--- src/rtl/dd_pkg.sv ---
package dd_pkg;
    localparam int unsigned CODE_W = 8;
    localparam int unsigned FRAC_W = 8;
    localparam int unsigned VAL_W  = CODE_W + FRAC_W;
    localparam int unsigned PER_W  = 16;

    typedef logic [CODE_W-1:0] code_t;
    typedef logic [FRAC_W-1:0] frac_t;
    typedef logic [VAL_W-1:0]  val_t;
    typedef logic [PER_W-1:0]  per_t;

    // smallest legal frame: one full slice of the fraction range
    localparam per_t PER_MIN = per_t'(1 << FRAC_W);
    // largest legal request: top code, zero fraction
    localparam val_t VAL_MAX = {{CODE_W{1'b1}}, {FRAC_W{1'b0}}};

    typedef struct packed {
        val_t val;
        per_t per;
    } shadow_t;

    typedef struct packed {
        per_t cnt;
        per_t per;
    } timer_t;

    typedef struct packed {
        val_t  val;
        code_t code;
        logic  fs;
    } out_t;
endpackage

--- src/rtl/dd_shadow_regs.sv ---
module dd_shadow_regs
    import dd_pkg::*;
(
    input  logic clk,
    input  logic rst_n,
    input  logic val_we,
    input  val_t val_wdata,
    input  logic per_we,
    input  per_t per_wdata,
    output val_t sh_val,
    output per_t sh_per
);
    shadow_t s_d, s_q;

    always_comb begin
        s_d = s_q;
        if (val_we) begin
            s_d.val = (val_wdata > VAL_MAX) ? VAL_MAX : val_wdata;
        end
        if (per_we) begin
            s_d.per = (per_wdata < PER_MIN) ? PER_MIN : per_wdata;
        end
    end

    always_ff @(posedge clk) begin
        if (!rst_n) begin
            s_q <= '{val: '0, per: PER_MIN};
        end else begin
            s_q <= s_d;
        end
    end

    assign sh_val = s_q.val;
    assign sh_per = s_q.per;
endmodule

--- src/rtl/dd_frame_timer.sv ---
module dd_frame_timer
    import dd_pkg::*;
(
    input  logic clk,
    input  logic rst_n,
    input  logic en,
    input  per_t sh_per,
    output per_t tick,
    output logic frame_go
);
    timer_t t_d, t_q;

    // a frame begins whenever the counter rests at zero while running
    assign frame_go = en && (t_q.cnt == '0);

    always_comb begin
        t_d = t_q;
        if (!en) begin
            t_d.cnt = '0;
        end else if (frame_go) begin
            t_d.per = sh_per;
            t_d.cnt = per_t'(1);
        end else if (t_q.cnt == t_q.per - per_t'(1)) begin
            t_d.cnt = '0;
        end else begin
            t_d.cnt = t_q.cnt + per_t'(1);
        end
    end

    always_ff @(posedge clk) begin
        if (!rst_n) begin
            t_q <= '{cnt: '0, per: PER_MIN};
        end else begin
            t_q <= t_d;
        end
    end

    assign tick = t_q.cnt;
endmodule

--- src/rtl/dd_level_sel.sv ---
module dd_level_sel
    import dd_pkg::*;
(
    input  val_t  val,
    input  per_t  tick,
    output code_t code
);
    code_t base;
    frac_t frac;
    frac_t slice;

    always_comb begin
        base  = val[VAL_W-1:FRAC_W];
        frac  = val[FRAC_W-1:0];
        slice = tick[FRAC_W-1:0];
        code  = (slice < frac) ? code_t'(base + code_t'(1)) : base;
    end
endmodule

--- src/rtl/pwm_dither_dac.sv ---
module pwm_dither_dac
    import dd_pkg::*;
(
    input  logic        clk,
    input  logic        rst_n,
    input  logic        en,
    input  logic        val_we,
    input  logic [15:0] val_wdata,
    input  logic        per_we,
    input  logic [15:0] per_wdata,
    output logic [7:0]  dac_code,
    output logic        frame_start
);
    val_t  sh_val;
    per_t  sh_per;
    per_t  tick;
    logic  frame_go;
    val_t  sel_val;
    code_t sel_code;
    out_t  o_d, o_q;

    dd_shadow_regs u_shadow (
        .clk       (clk),
        .rst_n     (rst_n),
        .val_we    (val_we),
        .val_wdata (val_t'(val_wdata)),
        .per_we    (per_we),
        .per_wdata (per_t'(per_wdata)),
        .sh_val    (sh_val),
        .sh_per    (sh_per)
    );

    dd_frame_timer u_timer (
        .clk      (clk),
        .rst_n    (rst_n),
        .en       (en),
        .sh_per   (sh_per),
        .tick     (tick),
        .frame_go (frame_go)
    );

    // at a frame start the fresh request is used directly for tick 0
    assign sel_val = frame_go ? sh_val : o_q.val;

    dd_level_sel u_sel (
        .val  (sel_val),
        .tick (tick),
        .code (sel_code)
    );

    always_comb begin
        o_d = o_q;
        if (!en) begin
            o_d.code = '0;
            o_d.fs   = 1'b0;
        end else begin
            o_d.code = sel_code;
            o_d.fs   = frame_go;
            if (frame_go) begin
                o_d.val = sh_val;
            end
        end
    end

    always_ff @(posedge clk) begin
        if (!rst_n) begin
            o_q <= '{val: '0, code: '0, fs: 1'b0};
        end else begin
            o_q <= o_d;
        end
    end

    assign dac_code    = o_q.code;
    assign frame_start = o_q.fs;
endmodule

--- config.mk ---
export PLATFORM = sky130hd
export DESIGN_NAME = pwm_dither_dac
export DESIGN_NICKNAME = d
export VERILOG_FILES = /design/src/rtl/dd_pkg.sv /design/src/rtl/dd_shadow_regs.sv /design/src/rtl/dd_frame_timer.sv /design/src/rtl/dd_level_sel.sv /design/src/rtl/pwm_dither_dac.sv
export SDC_FILE = /design/constraint.sdc
export NUM_CORES = 1
export LEC_CHECK = 0
export BUFFER_PORTS_ARGS = -buffer_cell sky130_fd_sc_hd__buf_4
export CAP_MARGIN = 30
export CORE_UTILIZATION = 25
export CTS_CLUSTER_DIAMETER = 80
export CTS_CLUSTER_SIZE = 40
export DETAILED_ROUTE_END_ITERATION = 8
export PLACE_DENSITY = 0.38
export SYNTH_ARGS = -nofsm -noshare
export SYNTH_HDL_FRONTEND = slang
export SYNTH_HIERARCHICAL = 1
export SYNTH_SLANG_ARGS = --single-unit
--- constraint.sdc ---
create_clock -name clk -period 6.15 [get_ports clk]
set_input_delay 1.23 -clock clk [delete_from_list [all_inputs] [get_ports clk]]
set_output_delay 1.23 -clock clk [all_outputs]
set_load 0.05 [all_outputs]
==> summary.txt <==
Clock tree
  • Cts bufs inserted: 9
  • Clk pin slew, worst setup/hold paths: 70 ps
  • Htree depth: 3
  • Clock buffer depth: 2
  • Clk_lat worst skew: 350 ps
  • CTS root buffer: clkbuf_16
  • Post_cts resized: 0
  • Post-CTS Setup Inserts: 0
  • Clock Sink Count: 89
  • TritonCTS clock tree: yes
  • CTS Hold Buffers Added: 0

Min path
  • Hold Crit Class: register to register
  • Hold path startpoint: o_q[18]
  • Worst hold path depth: 2
  • Worst hold endpoint: o_q[18]

Layout
  • Layout cells sized above 1: 21.0%
  • Nets: about 610
  • Finished Cell Area: 0.00567 sq mm
  • Antenna diodes: 0
  • Area Growth Syn to Fin: 13.8%

STA
  • Tcrit/Tclk final: 65.2%
  • Slew @ Worst Pin: 986 ps
  • Final setup viols: 0
  • Setup TNS: 0 ps
  • Hold Vio Cnt, Final: 0
  • RSZ-0062 raised after global routing: false
  • PnR worst setup slack: 2140 ps
  • Final Skew: 7.68 ps
  • Highest Clock Rate: about 0.25 GHz
  • Max_slew headroom: 34.3%
  • Min Tclk post-route: 4010 ps
  • Fin. max-slew vios: 0

Place
  • Placer Congestion: ~0.72
  • Buffers on Ports: 45
  • Cell Area, Placed: approximately 0.0054 sq mm
  • HPWL Detailed: 8250 um
  • DP Worst Slack: 1110 ps

Synthesis
  • Mean post-synth cell area: a little under 9 sq um
  • Synth Net Count: 606
  • Area of the mapped netlist: 0.00498 sq mm
  • Synth warn: 6
  • Cells after synthesis: approximately 560

Power and ir drop
  • Pwr Density: 242 mW/mm^2
  • Proportion of power drawn by combinational gates: 13.4%
  • Peak supply drop: 0.000126 V
  • Switching Share: between 20% and 30%
  • P_int: 1.01 mW
  • Static Leak: 2.18 nW
  • Flop pwr share: 45.0%
  • NetSw: 0.364 mW
  • Clock power frac: 41.6%

Route
  • Via count: 3837
  • Number of remaining DRC errors: 0
  • First-pass DRT Iterations: 4
  • Via density: around 4.6
  • Detailed Route Iter0 Violations: 180
  • Routed wire length per instance: 14.3 um
  • Post-Route WL: 11900 um
  • ANT nets after route: 0

Critical path
  • WP data arrival: 4250 ps
  • RR Startpoint: u_timer/tick[0]
  • Reg2reg setup slack: 2570 ps
  • Crit-path max FO: 31
  • Worst Setup End Kind: register
  • Critical path startpoint category: input port
  • Reg2reg end: dac_code[1]
  • Crit Path Category: input port to register
  • Worst Path Required: roughly 6400 ps
  • Cells on worst reg2reg path: 15

Floorplanning
  • Die H: 143 um
  • I/O Pins: 46
  • Die Area: between 0.02 and 0.025 sq mm
  • Die W: 143 um
  • Site Rows: 51
  • Initial core utilization: between 20 and 30%
  • Core box area: a little under 0.02 sq mm

GRT
  • Gr ovfl total: 0
  • Busiest grt layer: met1
  • First-pass GRT wire length: just over 20000 um
  • Largest net degree at the start of global routing: 110
  • Vias in the first global route: roughly 3800
  • M2 GR Usage: 17.8%
  • Met1 Usage GRT: 18.8%
  • Initial antenna violation count: 0
  • Global-route usage over all layers: 12.7%
  • Grt met3 use: 2.18%

Run status
  • Outcome: finished clean

Job
  • Max Cap Violations: 0
==> power groups by stage <==
stage	registers [mW]	logic (mW)	clock network, mW
after floorplan	0.622	0.142	0
after global placement	0.630	0.176	0
after global routing	0.621	0.203	0.616
after detailed placement	0.631	0.185	0
after CTS	0.618	0.185	0.591
final	0.618	0.184	0.570
==> registers in the layout (all words and copies together) (netlist names) <==
signal / flops
u_timer/t_q: 16
dac_code: 8
u_shadow/sh_per: 16
u_timer/tick: 16
o_q: 16
frame_start: 1
u_shadow/sh_val: 16
==> how the worst max path moves through the flow <==
stage | startpoint | to | slack, ps | cells past startpoint
CTS | en | dac_code[1] | 1470 | 13
global placement | en | dac_code[1] | 1260 | 13
floorplan | en | dac_code[1] | 2060 | 14
detailed placement | en | dac_code[1] | 1110 | 13
global route | en | dac_code[7] | 1970 | 14
finish | en | dac_code[1] | 2140 | 14
==> critical path: stages <==
cell and delay, ps:
buf_4 280, nor4b_1 300, nand4_1 130, buf_4 230, clkinv_1 130, buf_12 190, mux2_4 310, inv_1 50
ha_1 240, a211oi_2 250, a211oi_2 160, nor3_2 210, mux2_4 320, and3_1 170
==> layer usage <==
layer  vias to the layer above  share of wire, %
met3                        12               2.9
met4                         0               1.6
met5                         -                 0
li1                       1958                 -
met2                        61                41
met1                      1806                55
==> cells in the final DEF (no fill, tap or decap), types with 3 or more instances in the layout <==
master,count
xnor2_1,23
nor2_1,19
a21oi_2,10
o21ai_1,3
nand3_1,27
nor4b_1,4
nand4_1,24
o21ai_0,21
or4_4,3
nor2b_1,17
nand3b_1,19
dfxtp_1,89
mux2i_1,17
nand2_1,68
nor3_2,3
nand2b_1,3
mux2_2,3
buf_4,48
and3_1,14
ha_1,11
xor2_1,16
nor3_1,7
a21boi_0,15
a21oi_1,6
o21ai_2,10
nor4_1,8
a211oi_1,3
inv_1,14
clkbuf_16,9
mux2_4,14
==> cell type report <==
cell class | count | area, sq um
inverter | 15 | 56.3
clock buffer | 12 | 246
timing repair buffer | 50 | 395
multi-input combinational | 398 | 2810
tap | 265 | 332
fill | 2120 | 13900
sequential | 89 | 1780
clock inverter | 4 | 52.6
==> through the flow <==
stage,power (mW),std cells,hold WS (ps),util [%]
6_report,1.37,833,459,29.0
2_1_floorplan,0.764,558,435,-
5_1_grt,1.44,833,480,29.0
4_1_cts,1.39,832,460,28.9
3_3_place_gp,0.806,815,444,27.3
3_5_place_dp,0.815,816,448,27.4
No activity file was read; power rests on OpenSTA's default activity.
